`src/rtl/fxmac_pkg.sv`:
```
// Shared encodings for the fixed-point MAC datapath.
// Assumes op and rounding codes are driven as plain vectors by the caller.
package fxmac_pkg;

    typedef enum logic [2:0] {
        OP_NOP  = 3'd0,
        OP_CLR  = 3'd1,
        OP_LOAD = 3'd2,
        OP_MAC  = 3'd3,
        OP_MSU  = 3'd4
    } mac_op_e;

    typedef enum logic [1:0] {
        RND_TRUNC = 2'd0,
        RND_NEAR  = 2'd1,
        RND_CONV  = 2'd2,
        RND_CONV2 = 2'd3
    } rnd_mode_e;

endpackage

```
`src/rtl/fxmac_mult.sv`:
```
// Fractional multiplier: forms the full 2*DW product of two Q1.(DW-1)
// operands and shifts it left once to drop the duplicated sign bit.
// Assumes DW >= 2. The single unrepresentable case (-1 * -1) clamps.
module fxmac_mult #(
    parameter int DW = 16
) (
    input  logic [DW-1:0]   a_i,
    input  logic [DW-1:0]   b_i,
    output logic [2*DW-1:0] prod_o
);
    localparam int PW = 2 * DW;
    localparam logic [DW-1:0] OPND_MIN = {1'b1, {(DW-1){1'b0}}};
    localparam logic [PW-1:0] PROD_MAX = {1'b0, {(PW-1){1'b1}}};

    logic signed [PW-1:0] raw;
    logic                 both_min;

    // Signed multiply, scale to Q1.(PW-1), clamp the -1 * -1 corner.
    always_comb begin
        raw      = PW'($signed(a_i)) * PW'($signed(b_i));
        both_min = (a_i == OPND_MIN) && (b_i == OPND_MIN);
        prod_o   = both_min ? PROD_MAX : (raw <<< 1);
    end

endmodule

```
`src/rtl/fxmac_acc.sv`:
```
// Guarded accumulator: holds, clears, loads, adds or subtracts the
// product each cycle. On leaving its range it clamps to the nearer
// limit and pulses ovf_o for that cycle.
// Assumes the product is a signed 2*DW value and GUARD >= 1.
module fxmac_acc #(
    parameter int DW    = 16,
    parameter int GUARD = 8
) (
    input  logic                     clk,
    input  logic                     rst_n,
    input  logic [2:0]               op_i,
    input  logic [2*DW-1:0]          prod_i,
    output logic [2*DW+GUARD-1:0]    acc_o,
    output logic                     ovf_o
);
    import fxmac_pkg::*;

    localparam int PW = 2 * DW;
    localparam int AW = PW + GUARD;
    localparam logic [AW-1:0] ACC_MAX = {1'b0, {(AW-1){1'b1}}};
    localparam logic [AW-1:0] ACC_MIN = {1'b1, {(AW-1){1'b0}}};

    logic [AW-1:0] acc_q;
    logic [AW-1:0] acc_d;
    logic [AW:0]   ext_acc;
    logic [AW:0]   ext_prod;
    logic [AW:0]   sum;
    logic          arith;

    // Next accumulator value, with a one-bit-wider sum for the range check.
    always_comb begin
        ext_acc  = {acc_q[AW-1], acc_q};
        ext_prod = {{(GUARD+1){prod_i[PW-1]}}, prod_i};
        sum      = ext_acc;
        arith    = 1'b0;
        acc_d    = acc_q;
        ovf_o    = 1'b0;
        case (op_i)
            OP_CLR:  acc_d = '0;
            OP_LOAD: acc_d = ext_prod[AW-1:0];
            OP_MAC:  begin sum = ext_acc + ext_prod; arith = 1'b1; end
            OP_MSU:  begin sum = ext_acc - ext_prod; arith = 1'b1; end
            default: acc_d = acc_q;
        endcase
        if (arith) begin
            if (sum[AW] != sum[AW-1]) begin
                ovf_o = 1'b1;
                acc_d = sum[AW] ? ACC_MIN : ACC_MAX;
            end else begin
                acc_d = sum[AW-1:0];
            end
        end
    end

    // Accumulator register with synchronous active-low reset.
    always_ff @(posedge clk) begin
        if (!rst_n) acc_q <= '0;
        else        acc_q <= acc_d;
    end

    assign acc_o = acc_q;

    AST_ACC_CLAMP: assert property (@(posedge clk) disable iff (!rst_n)
        ovf_o |=> (acc_o == ACC_MAX || acc_o == ACC_MIN));

endmodule

```
`src/rtl/fxmac_round.sv`:
```
// Store path: reduces the accumulator to a DW-bit Q1.(DW-1) word by
// dropping the low DW bits under the selected rounding mode, then
// clamping to the word range. sat_o is high whenever the clamp acts.
// Purely combinational; assumes DW >= 2 and GUARD >= 1.
module fxmac_round #(
    parameter int DW    = 16,
    parameter int GUARD = 8
) (
    input  logic [2*DW+GUARD-1:0] acc_i,
    input  logic [1:0]            rnd_i,
    output logic [DW-1:0]         word_o,
    output logic                  sat_o
);
    import fxmac_pkg::*;

    localparam int AW = 2 * DW + GUARD;
    localparam int HW = AW - DW;
    localparam logic [DW-1:0] WORD_MAX = {1'b0, {(DW-1){1'b1}}};
    localparam logic [DW-1:0] WORD_MIN = {1'b1, {(DW-1){1'b0}}};

    logic [HW-1:0] hi;
    logic          half;
    logic          rest_nz;
    logic          inc;
    logic [HW:0]   rsum;
    logic          fits;

    // Round increment per mode, then range check and clamp.
    always_comb begin
        hi      = acc_i[AW-1:DW];
        half    = acc_i[DW-1];
        rest_nz = |acc_i[DW-2:0];
        case (rnd_i)
            RND_TRUNC: inc = 1'b0;
            RND_NEAR:  inc = half;
            default:   inc = half & (rest_nz | hi[0]);
        endcase
        rsum   = {hi[HW-1], hi} + {{HW{1'b0}}, inc};
        fits   = (rsum[HW:DW-1] == {(HW-DW+2){rsum[HW]}});
        sat_o  = !fits;
        word_o = fits ? rsum[DW-1:0] : (rsum[HW] ? WORD_MIN : WORD_MAX);
    end

endmodule

```
`src/rtl/fxmac_core.sv`:
```
// Fixed-point MAC datapath top: multiplier, guarded accumulator and
// rounding store path, plus the sticky overflow flag. One operation
// per cycle; word_o follows acc_o combinationally.
// Assumes DW >= 2, GUARD >= 1, synchronous active-low reset.
module fxmac_core #(
    parameter int DW    = 16,
    parameter int GUARD = 8
) (
    input  logic                     clk,
    input  logic                     rst_n,
    input  logic [2:0]               op_i,
    input  logic [1:0]               rnd_i,
    input  logic [DW-1:0]            a_i,
    input  logic [DW-1:0]            b_i,
    output logic [2*DW+GUARD-1:0]    acc_o,
    output logic [DW-1:0]            word_o,
    output logic                     ovf_o
);
    import fxmac_pkg::*;

    localparam int PW = 2 * DW;
    localparam int AW = PW + GUARD;
    localparam logic [DW-1:0] WORD_MAX = {1'b0, {(DW-1){1'b1}}};
    localparam logic [DW-1:0] WORD_MIN = {1'b1, {(DW-1){1'b0}}};

    logic [PW-1:0] prod;
    logic [AW-1:0] prod_ext;
    logic          acc_ovf;
    logic          store_sat;
    logic          flag_q;

    fxmac_mult #(.DW(DW)) u_mult (
        .a_i    (a_i),
        .b_i    (b_i),
        .prod_o (prod)
    );

    fxmac_acc #(.DW(DW), .GUARD(GUARD)) u_acc (
        .clk    (clk),
        .rst_n  (rst_n),
        .op_i   (op_i),
        .prod_i (prod),
        .acc_o  (acc_o),
        .ovf_o  (acc_ovf)
    );

    fxmac_round #(.DW(DW), .GUARD(GUARD)) u_round (
        .acc_i  (acc_o),
        .rnd_i  (rnd_i),
        .word_o (word_o),
        .sat_o  (store_sat)
    );

    assign prod_ext = {{GUARD{prod[PW-1]}}, prod};

    // Sticky overflow flag: clear op wins, otherwise collect any clamp.
    always_ff @(posedge clk) begin
        if (!rst_n)                flag_q <= 1'b0;
        else if (op_i == OP_CLR)   flag_q <= 1'b0;
        else                       flag_q <= flag_q | acc_ovf | store_sat;
    end

    assign ovf_o = flag_q;

    AST_LOAD_PRODUCT: assert property (@(posedge clk) disable iff (!rst_n)
        (op_i == OP_LOAD) |=> (acc_o == $past(prod_ext)));
    AST_CLEAR_ZERO: assert property (@(posedge clk) disable iff (!rst_n)
        (op_i == OP_CLR) |=> (acc_o == '0 && !ovf_o));
    AST_HOLD_STABLE: assert property (@(posedge clk) disable iff (!rst_n)
        (op_i == OP_NOP || op_i > OP_MSU) |=> $stable(acc_o));
    AST_WORD_LIMIT: assert property (@(posedge clk) disable iff (!rst_n)
        store_sat |-> (word_o == WORD_MAX || word_o == WORD_MIN));
    AST_FLAG_ON_SAT: assert property (@(posedge clk) disable iff (!rst_n)
        ((store_sat || acc_ovf) && op_i != OP_CLR) |=> ovf_o);
    AST_FLAG_STICKY: assert property (@(posedge clk) disable iff (!rst_n)
        (ovf_o && op_i != OP_CLR) |=> ovf_o);

endmodule

```
`config.mk`:
```
export PLATFORM = sky130hd
export DESIGN_NAME = fxmac_core
export DESIGN_NICKNAME = d
export VERILOG_FILES = /design/src/rtl/fxmac_pkg.sv /design/src/rtl/fxmac_mult.sv /design/src/rtl/fxmac_acc.sv /design/src/rtl/fxmac_round.sv /design/src/rtl/fxmac_core.sv
export SDC_FILE = /design/constraint.sdc
export NUM_CORES = 1
export LEC_CHECK = 0
export ABC_AREA = 1
export BUFFER_PORTS_ARGS = -buffer_cell sky130_fd_sc_hd__buf_2
export CORE_UTILIZATION = 35
export CTS_BUF_LIST = sky130_fd_sc_hd__clkbuf_16
export CTS_CLUSTER_SIZE = 10
export DETAILED_ROUTE_END_ITERATION = 12
export GPL_TIMING_DRIVEN = 1
export RECOVER_POWER = 50
export SYNTH_ARGS = -nofsm -noshare
export SYNTH_HDL_FRONTEND = slang
export SYNTH_SLANG_ARGS = --single-unit
```
`constraint.sdc`:
```
create_clock -name clk -period 9 [get_ports clk]
set_input_delay 0.45 -clock clk [delete_from_list [all_inputs] [get_ports clk]]
set_output_delay 0.45 -clock clk [all_outputs]
set_load 0.005 [all_outputs]
```
==> summary.md, run 1 <==
| Metric | Value |
|---|---|
| Status | completed |
| Largest net degree at the start of global routing | 38 |
| Worst hold slack | about 0.45 ns |
| Pre-antenna DRT Iters | 5 |
| Register area share after synthesis | 4.82% |
| GR Overflow Total | 0 |
| FMAX | 116 MHz |
| Max Slew Vio Count | 0 |
| Register bit count reported by yosys | 41 |
| Worst Path Max Fanout | 15 |
| Final Wtd Congestion | 0.962 |
| TritonCTS clock tree | built |
| Synth Net Count | 2984 |
| Critical path's slowest cell | fa_2 |
| Worst setup SP type | primary input |
| TritonCTS Buffers | 5 |
| Area delta synth->final | 16.0% |
| Die Y-Extent | 223 um |
| Die width | 223 um |
| H-tree levels | 2 |
| DP HPWL | 44600 um |
| Total negative slack | 0 ns |
| Clock buffer depth | 2 |
| Layout cells sized above 1 | roughly 15% |
| Initial drt markers | 1088 |
| Final routed DRC violation total | 0 |
| Vias in the first global route | 16.6k |
| Core Footprint | 47800 um^2 |
| Worst skew pair latency | slightly above 0.3 ns |
| FILL cells | 5075 |
| Avg Cell Area, Syn | 6.64 um^2 |
| Max Cap Viol | 0 |
| Met1 Use GR | 30.8% |
| Most numerous cell in the Yosys netlist | nand2_1 |
| Footprint of the multi-input gates | 13800 um^2 |
| Final worst path period share | between 90% and 100% |
| Synth Flop Type | dfxtp_1 |
| Initial antenna violation count | 1 |
| Num ports | 96 |
| Synth warnings | 0 |
| Final min period | 8.64 ns |
| Setup violations, final | 0 |
| Site row count | 80 |
| Critical path endpoint category | flop |
| Clk slew on worst S/H paths | approximately 0.070 ns |
| Slew @ Worst Pin | 0.862 ns |
| Async set-reset flop share out of synthesis | 0% |
| Synth cell count leaders | 690 x nand2_1, 653 x inv_1, 257 x fa_1 |
| Min-delay worst type | in2reg |
| Total routed wirelength | 52400 um |
| Data required, critical path | 9.22 ns |
| Synth area leaders | fa_1 30%, nand2_1 15%, inv_1 14% |
| DR WL/cell | 15.7 um |
| Root Driver | clkbuf_16 |
| Via/cell ratio | 4.92 |
| Post-Layout Cell Count | 3345 |
| Max incr delay on CP | between 0.6 and 0.7 ns |
| Routing usage on met3 | approximately 2.6% |
| Initial Util | 35.6% |
| Met2 usage | 35.1% |
| Worst path most repeated cell | nand2_1 |
| Diode count | 0 |
| EDFF count, synth | 0 |
| Syn Std Cell Area | 17000 um^2 |
| Synth cell types | 51 |
| Data arrival, critical path | 8.86 ns |
| Max_slew headroom | 42.5% |
| Net total in the final layout | about 3.1k |
| Post-CTS Hold Buffers | 0 |
| Gr usage total | roughly 22% |
| Port-buffer cells | 95 |
| Final Core Density | slightly above 40% |
| Synth top area share | a little under a third |
| Clock skew | approximately 0.005 ns |
| Die area | 49500 um^2 |
| Dpl cells | roughly 3.3k |
| Final Hold Fails | 0 |
| First-pass GRT wire length | ~86000 um |
| Busiest grt layer | met2 |
| Cell count after synthesis | 2565 |
| Vias | around 16k |
| CP Class | in2reg |
| Reg area | 821 um^2 |
| TritonCTS Sinks | 41 |
| Yosys top cell by area | fa_1 |
| Reg-to-reg slack, setup | 4.18 ns |
| Post-route ant nets | 0 |
==> sequential cells by signal (all words and copies together), names as in the netlist <==
register	count
u_acc.acc_o	40
ovf_o	1
==> path summary, 6_finish.rpt <==
path	endpoint	cells past startpoint	start
worst max-delay path	u_acc.acc_o[29]$_SDFFE_PN0P_	44	b_i[3]
worst min-delay path	u_acc.acc_o[8]$_SDFFE_PN0P_	3	rst_n
worst max register to register	ovf_o$_SDFF_PP0_	23	u_acc.acc_o[1]$_SDFFE_PN0P_
worst min register to register	u_acc.acc_o[8]$_SDFFE_PN0P_	2	u_acc.acc_o[8]$_SDFFE_PN0P_
==> routing by layer <==
layer,share of wire (%),wire length [um],vias up
met5,0.015,8,-
met4,1.5,802,2
met3,6.5,3390,53
met2,46,24100,497
met1,46,24000,7947
li1,-,-,7943
==> cells by family (layout without fill, tap and decap cells) <==
family                     count (synthesis)  count (layout)  synth area share, %
and+or+nand+nor                         1056            1056                 25.9
adders and majority gates                380             380                 39.2
AOI/OAI and AO/OA                        252             252                 8.71
DFF                                       41              41                 4.82
buffers and inverters                    752             917                 17.1
xor gates and xnor gates                  84              84                 4.32
==> placed cells by master, fill, tap and decap left out, types with 5 or more instances in the layout <==
cell	synthesis	routed
nor2_2	8	30
nor2_1	161	133
or2_2	7	7
o31ai_1	11	10
inv_2	8	10
clkbuf_16	0	6
ha_1	123	109
buf_12	1	5
nor3_1	19	13
ha_4	0	11
buf_4	2	143
nand2_2	19	32
nand4_1	29	29
nor4_1	7	5
a21oi_1	124	113
nor2_4	2	8
fa_2	0	6
a22oi_1	27	27
xor2_1	54	54
fa_1	257	251
or2_1	6	6
o21bai_1	10	10
dfxtp_1	41	41
xnor2_1	30	30
nand3_2	5	16
buf_2	40	75
and2_1	9	8
inv_1	653	650
o21ai_0	46	42
nand2_1	690	677
a21oi_2	12	23
nand3_1	81	68
clkbuf_1	43	15
nor3_2	1	7
==> worst max-delay path: cells and delay by family <==
kind / cells / cell delay (ns)
compound gates: 7 / 1.02
fa+ha+maj: 8 / 3.73
buf+inv: 8 / 1.06
simple gates: 21 / 2.56
==> timing repair <==
| item | CTS | global route |
|---|---|---|
| hold endpoints to repair | 0 | 0 |
| setup buffers | 0 | 13 |
| setup endpoints to repair | 0 | 41 |
| resized for setup | 0 | 130 |
==> per-stage QoR <==
step / setup slack (ns) / area [um^2]
floorplan: 0.591 / 17000
global placement: -0.249 / 19000
detailed placement: -0.199 / 19000
CTS: 0.0277 / 19100
global route: -0.0602 / 19800
finish: 0.362 / 19800
==> layout make-up <==
class	instances	area share, %
clock buffer	5	0.633
clock inverter	3	0.190
inverter	662	12.6
multi-input combinational	1772	69.9
sequential	41	4.15
tap	615	3.90
timing repair buffer	247	8.62
Power of run 1 is not shown: default switching activity piles up to over one toggle a cycle in this logic, so the estimate is an artifact.
==> inputs of run 2 (changes only) <==
==> constraint.sdc (replaced) <==
create_clock -name clk -period 8.75 [get_ports clk]
set_input_delay 0.4375 -clock clk [delete_from_list [all_inputs] [get_ports clk]]
set_output_delay 0.4375 -clock clk [all_outputs]
set_load 0.005 [all_outputs]
==> summary.md, run 2 (same netlist as run 1, synthesis figures left out) <==
| Metric | Value |
|---|---|
| Worst r2r path cells | 23 (unchanged) |
| DR WL/cell | 16.0 um (was 15.7 um) |
| Hold_sp | rst_n (unchanged) |
| Initial Util | 35.6% (unchanged) |
| Commonest non-fill, non-tap cell in the layout | nand2_1 (unchanged) |
| Placed Area | 19900 um^2 (was 19000 um^2) |
| Final routed DRC violation total | 0 (unchanged) |
| Post-route ant nets | 0 (unchanged) |
| Data required, critical path | 8.99 ns (was 9.22 ns) |
| Final min period | between 8 and 9 ns |
| Worst path most repeated cell | fa_1 (was nand2_1) |
| Post-route design area | 21800 um^2 (was 19800 um^2) |
| TritonCTS Buffers | 5 (unchanged) |
| Setup violations, final | 0 (unchanged) |
| Num ports | 96 (unchanged) |
| Core Footprint | 47800 um^2 (unchanged) |
| Clk slew on worst S/H paths | 0.08 ns (was 0.07 ns) |
| Hold path depth | 3 (unchanged) |
| Max_slew headroom | 40.4% (was 42.5%) |
| Hold EP | u_acc.acc_o[8]$_SDFFE_PN0P_ (unchanged) |
| Initial drt markers | 1118 (was 1088) |
| Reg-to-Reg Start | u_acc.acc_o[1]$_SDFFE_PN0P_ (unchanged) |
| Final worst path period share | 96.4% |
| Via/cell ratio | 4.87 (was 4.92) |
| Final Hold Fails | 0 (unchanged) |
| Max incr delay on CP | 0.59 ns (was 0.61 ns) |
| Worst setup SP type | primary input (unchanged) |
| Worst Path Max Fanout | 14 (was 15) |
| Critical path's slowest cell | fa_1 (was fa_2) |
| Status | completed (unchanged) |
| Reg2reg end | ovf_o$_SDFF_PP0_ (unchanged) |
| Slew @ Worst Pin | 0.893 ns (was 0.862 ns) |
| Critical path endpoint category | flop (unchanged) |
| Port-buffer cells | 95 (unchanged) |
| GR Overflow Total | 0 (unchanged) |
| Die area | 49500 um^2 (unchanged) |
| Initial antenna violation count | 0 (was 1) |
| Total routed wirelength | 55900 um (was 52400 um) |
| Max Cap Viol | 0 (unchanged) |
| Clock buffer depth | 2 (unchanged) |
| Clock skew | 0.0174 ns (was 0.00486 ns) |
| DP HPWL | 46300 um (was 44600 um) |
| Data arrival, critical path | 8.68 ns (was 8.86 ns) |
| First-pass GRT wire length | 88800 um (was 86100 um) |
| Site row count | 80 (unchanged) |
| Commonest cells after routing, fill and taps aside | 636 x nand2_1, 624 x inv_1, 281 x buf_4, 242 x fa_1, 125 x nor2_1 (was 677 x nand2_1, 650 x inv_1, 251 x fa_1, 143 x buf_4, 133 x nor2_1) |
| Vias in the first global route | 16.8k (was 16.6k) |
| Die width | 223 um (unchanged) |
| FMAX | 119 MHz |
| Max Slew Vio Count | 0 (unchanged) |
| Die Y-Extent | 223 um (unchanged) |
| Largest net degree at the start of global routing | 38 (unchanged) |
| CP Class | in2reg (unchanged) |
| Gr usage total | 22.4% (was 21.6%) |
| FILL cells | 4876 (was 5075) |
| Min-delay worst type | in2reg (unchanged) |
| Pre-antenna DRT Iters | 5 (unchanged) |
| Area delta synth->final | 28.0% (was 16.0%) |
| Reg-to-reg slack, setup | 3.91 ns (was 4.18 ns) |
| TritonCTS clock tree | built (unchanged) |
| Final Wtd Congestion | 0.929 (was 0.962) |
| H-tree levels | 2 (unchanged) |
| Post-CTS Hold Buffers | 0 (unchanged) |
| Layout cells sized above 1 | 23.8% (was 14.8%) |
| TritonCTS Sinks | 41 (unchanged) |
| Max FFs per register | 40 (unchanged) |
| Worst skew pair latency | 0.33 ns (was 0.31 ns) |
| Diode count | 0 (unchanged) |
| Net total in the final layout | 3307 (was 3148) |
| Vias | 17.1k (was 16.4k) |
| Root Driver | clkbuf_16 (unchanged) |
## run 2: cell count changes in the layout (fill, tap and decap cells not counted), sizes merged
cell    change
inv         +2
clkinv      -1
bufinv      -1
buf       +155
clkbuf      +4
## run 2: through the flow
| stage | std cells | setup slack (ns) | utilization, % | hold WS [ns] | TNS [ns] |
|---|---|---|---|---|---|
| finish | 3504 | 0.312 | 45.6 | 0.407 | 0 |
| global route | 3504 | -0.145 | 45.6 | 0.442 | -3.56 |
| CTS | 3458 | 0.0135 | 42.1 | 0.411 | 0 |
| detailed placement | 3450 | -0.391 | 41.7 | 0.584 | -13.67 |
| global placement | 3450 | -0.425 | 41.7 | 0.583 | -16.09 |
| floorplan | 2565 | 0.353 | - | 0.535 | 0 |
## run 2: worst max-delay path by stage
stage | cells past startpoint | end | slack (ns) | startpoint
6_report | 40 | u_acc.acc_o[19]$_SDFFE_PN0P_ | 0.31 | b_i[3]
5_1_grt | 53 | u_acc.acc_o[19]$_SDFFE_PN0P_ | -0.15 | b_i[5]
4_1_cts | 43 | u_acc.acc_o[21]$_SDFFE_PN0P_ | 0.01 | a_i[15]
3_5_place_dp | 46 | u_acc.acc_o[27]$_SDFFE_PN0P_ | -0.39 | a_i[15]
3_3_place_gp | 44 | u_acc.acc_o[38]$_SDFFE_PN0P_ | -0.43 | b_i[3]
2_1_floorplan | 51 | u_acc.acc_o[16]$_SDFFE_PN0P_ | 0.35 | b_i[6]
## run 2: critical path, delay by kind of cell
family / cells / cell delay [ns]
adder cells (fa/ha/maj): 8 / 3.82
buffers and inverters: 10 / 1.09
AND/OR/NAND/NOR: 12 / 1.55
XOR/XNOR: 1 / 0.26
AO/OA/AOI/OAI: 9 / 1.52
## run 2: what timing repair did
| item | CTS | global route |
|---|---|---|
| gates resized for setup | 10 | 343 |
| pin swaps | 0 | 137 |
| endpoints found under the setup margin | 40 | 41 |
| cloned | 0 | 4 |
| setup buffers | 0 | 42 |
## run 2: final cells by class
| type | count | area, um^2 | area share, % |
|---|---|---|---|
| clock inverter | 3 | 28.8 | 0.132 |
| tap | 615 | 769 | 3.53 |
| timing repair buffer | 406 | 3150 | 14.4 |
| clock buffer | 5 | 125 | 0.574 |
| inverter | 662 | 2490 | 11.4 |
| multi-input combinational | 1772 | 14400 | 66.2 |
| sequential | 41 | 821 | 3.76 |
## run 2: layer usage
layer  share of wire [%]  vias to the layer above  track usage [%]
li1                    -                     8263                -
met5                   0                        -                0
met4                 1.6                        0             3.98
met2                  47                      425             36.4
met1                  47                     8306             32.3
met3                 4.7                       65             2.18
Power of run 2 is left out for the same reason.
